$ cat src/rtl/tedp_pkg.sv
package tedp_pkg;
    localparam int IRQ_W        = 5;
    localparam int IRQ_TIMER_ID = 29;
    localparam int IRQ_WDOG_ID  = 30;
endpackage

$ cat src/rtl/tedp_edge.sv
module tedp_edge #(
    parameter int N = 8
) (
    input  logic [N-1:0] lvl_i,
    input  logic [N-1:0] prev_i,
    output logic [N-1:0] rise_o
);
    for (genvar g = 0; g < N; g++) begin : g_line
        assign rise_o[g] = lvl_i[g] & ~prev_i[g];
    end
endmodule

$ cat src/rtl/tedp_pick.sv
module tedp_pick #(
    parameter int N     = 8,
    parameter int IDX_W = 3
) (
    input  logic [N-1:0]     req_i,
    output logic             any_o,
    output logic [IDX_W-1:0] idx_o,
    output logic [N-1:0]     grant_o
);
    always_comb begin
        any_o   = 1'b0;
        idx_o   = '0;
        grant_o = '0;
        for (int i = N - 1; i >= 0; i--) begin
            if (req_i[i]) begin
                any_o   = 1'b1;
                idx_o   = IDX_W'(i);
                grant_o = N'(1) << i;
            end
        end
    end
endmodule

$ cat src/rtl/tedp_top.sv
module tedp_top #(
    parameter  int NUM_CORES = 4,
    localparam int NUM_LINES = 2 * NUM_CORES,
    localparam int LINE_W    = $clog2(NUM_LINES),
    localparam int CORE_W    = (NUM_CORES > 1) ? $clog2(NUM_CORES) : 1
) (
    input  logic                       clk_i,
    input  logic                       rst_ni,
    input  logic [NUM_LINES-1:0]       line_lvl_i,
    output logic                       req_valid_o,
    output logic [CORE_W-1:0]          req_core_o,
    output logic [tedp_pkg::IRQ_W-1:0] req_irq_o
);
    import tedp_pkg::*;

    typedef struct packed {
        logic [NUM_LINES-1:0] prev;
        logic [NUM_LINES-1:0] pend;
        logic                 valid;
        logic [CORE_W-1:0]    core;
        logic [IRQ_W-1:0]     irq;
    } state_t;

    state_t st_d, st_q;

    logic [NUM_LINES-1:0] rise;
    logic [NUM_LINES-1:0] cand;
    logic [NUM_LINES-1:0] grant;
    logic [LINE_W-1:0]    win_idx;
    logic                 win_any;

    logic [NUM_LINES-1:0] prev_q;
    logic [NUM_LINES-1:0] pend_q;
    assign prev_q = st_q.prev;
    assign pend_q = st_q.pend;

    tedp_edge #(.N(NUM_LINES)) u_edge (
        .lvl_i  (line_lvl_i),
        .prev_i (st_q.prev),
        .rise_o (rise)
    );

    assign cand = st_q.pend | rise;

    tedp_pick #(.N(NUM_LINES), .IDX_W(LINE_W)) u_pick (
        .req_i   (cand),
        .any_o   (win_any),
        .idx_o   (win_idx),
        .grant_o (grant)
    );

    always_comb begin
        st_d       = st_q;
        st_d.prev  = line_lvl_i;
        st_d.pend  = cand & ~grant;
        st_d.valid = win_any;
        st_d.core  = '0;
        st_d.irq   = '0;
        if (win_any) begin
            st_d.core = CORE_W'(win_idx >> 1);
            st_d.irq  = win_idx[0] ? IRQ_W'(IRQ_WDOG_ID) : IRQ_W'(IRQ_TIMER_ID);
        end
    end

    always_ff @(posedge clk_i or negedge rst_ni) begin
        if (!rst_ni) begin
            st_q <= '0;
        end else begin
            st_q <= st_d;
        end
    end

    assign req_valid_o = st_q.valid;
    assign req_core_o  = st_q.core;
    assign req_irq_o   = st_q.irq;
endmodule

$ cat config.mk
export PLATFORM = sky130hd
export DESIGN_NAME = tedp_top
export DESIGN_NICKNAME = d
export VERILOG_FILES = /design/src/rtl/tedp_pkg.sv /design/src/rtl/tedp_edge.sv /design/src/rtl/tedp_pick.sv /design/src/rtl/tedp_top.sv
export SDC_FILE = /design/constraint.sdc
export NUM_CORES = 1
export LEC_CHECK = 0
export ABC_AREA = 1
export BUFFER_PORTS_ARGS = -buffer_cell sky130_fd_sc_hd__buf_2
export CORE_UTILIZATION = 47
export CTS_CLUSTER_DIAMETER = 150
export CTS_CLUSTER_SIZE = 24
export DETAILED_ROUTE_END_ITERATION = 10
export GPL_TIMING_DRIVEN = 0
export PLACE_DENSITY = 0.72
export RECOVER_POWER = 100
export SYNTH_ARGS = -nofsm -noshare
export SYNTH_HDL_FRONTEND = slang
export SYNTH_HIERARCHICAL = 1
export SYNTH_SLANG_ARGS = --single-unit
$ cat constraint.sdc
create_clock -name clk_i -period 1.1 [get_ports clk_i]
set_input_delay 0.055 -clock clk_i [delete_from_list [all_inputs] [get_ports clk_i]]
set_output_delay 0.055 -clock clk_i [all_outputs]
set_load 0.02 [all_outputs]
==> results of run 1 <==
timing repair:
action,4_1_cts,5_1_grt
pin swaps,10,4
gates cloned,0,0
endpoints found under the setup margin,11,12
hold buffers,9,0
resized for setup,14,8
setup buffers,2,1
hold endpoints to repair,29,0
how the worst min path moves through the flow:
stage | slack (ps) | depth (start not counted) | start | to
after floorplan | -240 | 0 | rst_ni | pend_q[0]
after global routing | 130 | 5 | line_lvl_i[2] | pend_q[2]
final | 110 | 5 | line_lvl_i[5] | pend_q[5]
after detailed placement | 30 | 1 | rst_ni | prev_q[2]
after global placement | 20 | 1 | rst_ni | prev_q[3]
after CTS | 110 | 5 | line_lvl_i[5] | pend_q[5]
final cells by class:
class                           instances  area, µm²  area share (%)
Multi-Input combinational cell         52        332            26.8
Clock buffer                            4       26.3            2.12
Sequential cell                        21        526            42.5
Tap cell                               25       31.3            2.53
Timing Repair Buffer                   29        191            15.5
Buffer                                  4       30.0            2.43
Inverter                               27        101            8.19
registers in the layout, indices dropped and copies added (netlist names):
register    count
pend_q          8
prev_q          8
req_irq_o       3
req_core_o      2
cells in the final DEF (no fill, tap or decap):
master         instances
nand2_4                1
inv_2                 10
nor3_2                 3
nor2_4                 4
clkbuf_4               3
or2_4                  1
dfrtp_1               21
clkbuf_2               2
inv_1                 17
buf_4                  7
nor2_1                13
nand3_4                1
buf_2                 10
nor2_2                18
a21oi_2                2
nand2_2                2
a21oi_1                1
nand2_1                6
dlygate4sd3_1          9
clkbuf_1               6
power by group through the flow:
| stage | registers (µW) | clock network [µW] | logic, µW |
|---|---|---|---|
| floorplan | 962 | 0 | 259 |
| global placement | 915 | 0 | 398 |
| detailed placement | 918 | 0 | 405 |
| CTS | 914 | 369 | 487 |
| global route | 928 | 398 | 545 |
| finish | 917 | 349 | 496 |
cells by family after synthesis:
| kind of cell | after synthesis |
|---|---|
| simple gates | 49 |
| buf+inv | 31 |
| flops | 21 |
| compound gates | 3 |
worst max-delay path, stage by stage (launching register included):
cell and delay [ps]:
dfrtp_1 350, nor2_2 40, nor2_1 120, inv_1 80, or2_4 240, nor2_4 110, nand3_4 100, nand2_1 70
inv_1 40
routing by layer:
| metal | global-route usage [%] | vias up | share of wire, % |
|---|---|---|---|
| met4 | 6.86 | 0 | 0.86 |
| met1 | 17.0 | 323 | 44 |
| met2 | 28.3 | 14 | 52 |
| li1 | - | 361 | - |
| met5 | 0 | - | 0 |
| met3 | 3.46 | 2 | 3.9 |
stage by stage:
| step | utilization [%] | cell area [µm²] | hold WS [ps] |
|---|---|---|---|
| after floorplan | - | 947 | -241 |
| after detailed placement | 59.0 | 1060 | 26.3 |
| after CTS | 68.1 | 1230 | 111 |
| after global routing | 68.7 | 1240 | 130 |
| final | 68.7 | 1240 | 111 |
| after global placement | 59.0 | 1060 | 22.0 |
==> results.yml, run 1 <==
status:
  status: "complete, but fails checks"
  failed_checks: "setup timing"
clock_tree:
  worstSkewPairLatency_ps: 290
  tritoncts: "yes"
  numCtsBuffers: 3
  cts_root_buf: "clkbuf_4"
  clkSlewWorstSetupHoldPaths_ps: 110
  h-tree-depth: 1
  clockBufferDepth: 2
  clkSinkCount: 21
setup_path:
  crit_fanout: 5
  critPathCapture: "req_irq_o[1]"
  rrSetupSlack_ps: -150
  end_kind: "register"
  critPathArrivalTime_ps: 1450
  crit_required_ps: 1290
  path_class: "register to register"
  r2r-end: "req_irq_o[1]"
  crit_start: "prev_q[6]"
  cp-start-kind: "register"
  reg2reg_depth: 8
  r2r-start: "prev_q[6]"
routing:
  firstDrtPassIters: 3
  viasPerCell: 4.32
  wl_per_cell_um: 8.65
  drc: 0
  vias: 700
  ant_nets: 0
  drt-initial-drc-count: 11
  wirelength_um: 1400
layout:
  nNetsFinal: 148
  stdcell_count: 162
  n_antenna_cell: 0
  drive_above_1_share_pct: 46.7
  area_growth_pct: 31.3
  n_fill_cell: 152
yosys:
  synthAdderAreaFrac_pct: 0
  ys_seq_elements: 21
  synth_fp_nets: 114
  synth_top_area_share_pct: 55.8
  synth_edf_count: 0
  syn-cell-area_um2: 942
  synth_top_family_by_area: "simple AND/OR/NAND/NOR gates"
  synth.distinct_cells: 14
  synth_compound_area_share_pct: 1.99
  yosysWarnings: 6
  avgSynthCellArea_um2: 9.06
  synth-simple-area-share_pct: 28.3
  async_flop_share_pct: 100
  synth-seq-area-share_pct: 55.8
  synthCells: 104
  synthFlopType: "dfrtp_1"
  synth_mux_area_share_pct: 0
  synth-xor-area-share_pct: 0
  synthTopCellsByArea: "dfrtp_1 (56%), inv_1 (9.6%), nor2_1 (8.4%)"
  ys_top_cells_by_count: "inv_1 (24), dfrtp_1 (21), nor2_1 (21)"
  yosysMostFrequentCell: "inv_1"
  synth_top_cell_by_area: "dfrtp_1"
sta:
  setup_slack_ps: -154
  slew_headroom_pct: 67.5
  fin_crit_sh_pct: 114
  tns_ps: -908
  max_freq_ghz: 0.797
  slew_viol_final: 0
  timing_hold_violations_final: 0
  rsz0062_at_grt: "true"
  skew_ps: 6.11
  period_needed_ps: 1250
  finalSetupViolations: 9
  tightest_slew_ps: 488
floorplanning:
  die_width_um: 46.8
  core-area_um2: 1800
  die_height_um: 46.8
  start_util_pct: 52.3
  die_area_um2: 2190
  pin_count: 18
  rows: 15
power_and_ir_drop:
  clkPwrFrac_pct: 19.8
  finalPower_uw: 1760
  max-vdd-ir-drop_mv: 0.920
  p_sw_uw: 564
  p_int_uw: 1200
  seqPwrFrac_pct: 52.0
  p_per_area_nw_per_um2: 1420
  pwr-share-comb_pct: 28.2
  swShare_pct: 32.0
  leakage_uw: 0.000600
place:
  port_buffers: 17
  gp_congestion: 0.756
  dp.cells: 146
  dp_hpwl_um: 928
  post-place-ws_ps: -162
run:
  cap_violations: 0
grt:
  grt_max_degree: 22
  grt_pass1_vias: 619
  grt_overflow: 0
  antenna_found_initial: 0
  grt_usage_pct: 15.5
  grt_pass1_wl_um: 2350
hold_path:
  hp-class: "input port to register"
Note: power is estimated with default switching activity, not from simulation.
==> inputs of run 2 (changes only) <==
--- a/config.mk
+++ b/config.mk
@@ -13,7 +13,7 @@
 export DETAILED_ROUTE_END_ITERATION = 10
 export GPL_TIMING_DRIVEN = 0
 export PLACE_DENSITY = 0.72
-export RECOVER_POWER = 100
+export RECOVER_POWER = 50
 export SYNTH_ARGS = -nofsm -noshare
 export SYNTH_HDL_FRONTEND = slang
 export SYNTH_HIERARCHICAL = 1
==> run 2 against run 1 <==
Against the previous run: the flow still finishes with violations (setup timing); cell count is the same; wire length shrank 0.64%; sequential share of layout area shrank 0.30 points; hold slack is essentially flat; clock-buffer cell count is the same; combinational power grew 3%; die area is the same; sequential power is essentially flat; critical path type unchanged; power grew 0.71%; register-to-register slack is essentially flat; critical path depth is the same; clock skew is essentially flat.
==> results.yml, run 2 (synthesis results as in run 1) <==
floorplanning:
  die_area_um2: 2190
  die_width_um: 46.8
  core-area_um2: 1800
  die_height_um: 46.8
  start_util_pct: 52.3
  rows: 15
  pin_count: 18
sta:
  fin_crit_sh_pct: 114
  timing_hold_violations_final: 0
  slew_viol_final: 0
  period_needed_ps: 1250
  holdWs_ps: 111
  tightest_slew_ps: 488
  rsz0062_at_grt: "true"
  slew_headroom_pct: 67.5
  skew_ps: 6.30
  setup_slack_ps: -155
  max_freq_ghz: 0.797
  finalSetupViolations: 8
clock_tree:
  tritoncts: "yes"
  clkSlewWorstSetupHoldPaths_ps: 110
  numCtsBuffers: 3
  h-tree-depth: 1
  worstSkewPairLatency_ps: 290
  clkSinkCount: 21
  cts_root_buf: "clkbuf_4"
  clockBufferDepth: 2
routing:
  drt-initial-drc-count: 11
  wl_per_cell_um: 8.59
  vias: 699
  wirelength_um: 1390
  firstDrtPassIters: 3
  ant_nets: 0
  drc: 0
  viasPerCell: 4.31
setup_path:
  reg2reg_depth: 8
  end_kind: "register"
  slowest_stage: "dfrtp_1"
  crit_required_ps: 1290
  path_cells: "nor2_2 -> nor2_1 -> inv_1 -> or2_4 -> nor2_4 -> nand3_4 -> nand2_1 -> inv_1"
  crit_fanout: 5
  cpLargestDelayFamily: "simple AND/OR/NAND/NOR gates"
  critPathArrivalTime_ps: 1450
  r2r-start: "prev_q[6]"
  crit_path_frequent_cell: "inv_1"
  crit_start: "prev_q[6]"
  rrSetupSlack_ps: -150
  cp-start-kind: "register"
  r2r-end: "req_irq_o[1]"
  critPathMaxStageDelay_ps: 350
  path_class: "register to register"
  cp.buffers_inverters: 2
layout:
  drive_above_1_share_pct: 51.1
  final_common_cell: "dfrtp_1"
  n_antenna_cell: 0
  area_growth_pct: 32.3
  layout_common_cells: "dfrtp_1 (21), nor2_2 (18), inv_1 (16)"
  nNetsFinal: 148
grt:
  grt_overflow: 0
  antenna_found_initial: 0
  grt_max_degree: 22
  grt_pass1_wl_um: 2350
  grt_pass1_vias: 619
  grt_usage_pct: 15.5
hold_path:
  hold_path_end: "pend_q[5]"
  hp-class: "input port to register"
  worstHoldPathCells: 5
  min-delay-start: "line_lvl_i[5]"
place:
  dp_hpwl_um: 928
  port_buffers: 17
  gp_congestion: 0.756
status:
  status: "complete, but fails checks"
  failed_checks: "setup timing"
run:
  cap_violations: 0
power_and_ir_drop:
  finalPower_uw: 1770
  leakage_uw: 0.000614
  p_per_area_nw_per_um2: 1420
  max-vdd-ir-drop_mv: 0.905
[run 2: layout make-up]
cell class | instances | area [µm²]
well taps | 25 | 31.3
fillers | 150 | 556
plain buffers | 4 | 30.0
repair buffers | 29 | 200
multi-input cells | 52 | 332
flip-flops and latches | 21 | 526
inverters | 27 | 101
clock buffers | 4 | 26.3
[run 2: where the power goes]
part / total (µW) / internal [µW] / switching, µW
Sequential: 915 / 876 / 39.2
Combinational: 510 / 195 / 315
Clock: 349 / 141 / 209
Total: 1770 / 1210 / 563
[run 2: how the worst max path moves through the flow]
stage,endpoint,slack [ps],cells past startpoint
3_5_place_dp,req_irq_o[1],-160,7
5_1_grt,req_irq_o[1],-240,8
4_1_cts,req_irq_o[1],-150,8
3_3_place_gp,req_irq_o[1],-150,9
6_report,req_irq_o[1],-150,8
2_1_floorplan,req_core_o[0],-70,7
[run 2: tightest hold or removal path, cell delays in order]
cell and delay [ps]:
buf_2 80, inv_1 40, nor2_2 60, nor2_1 50, nor2_1 80
[run 2: per-layer routing]
| layer | global-route usage [%] | up-vias | share of wire (%) |
|---|---|---|---|
| met1 | 17.0 | 323 | 43 |
| li1 | - | 360 | - |
| met5 | 0 | - | 0 |
| met2 | 28.3 | 14 | 52 |
| met4 | 6.86 | 0 | 0.86 |
| met3 | 3.46 | 2 | 4.2 |
[run 2: repair_timing]
item                                    CTS  global route
hold buffers                              9             0
gates resized for setup                  14             8
pin swaps                                10             4
hold endpoints to repair                 29             0
endpoints found under the setup margin   11            12
setup buffers                             2             1
[run 2: metrics by stage]
stage / instances / area (µm²) / setup WS, ps / setup TNS, ps / utilization, %
after floorplan: 104 / 947 / -70.5 / -283 / -
after global placement: 146 / 1060 / -151 / -887 / 59.0
after detailed placement: 146 / 1060 / -162 / -996 / 59.0
after CTS: 161 / 1230 / -147 / -922 / 68.1
after global routing: 162 / 1250 / -243 / -1640 / 69.2
final: 162 / 1250 / -155 / -867 / 69.2
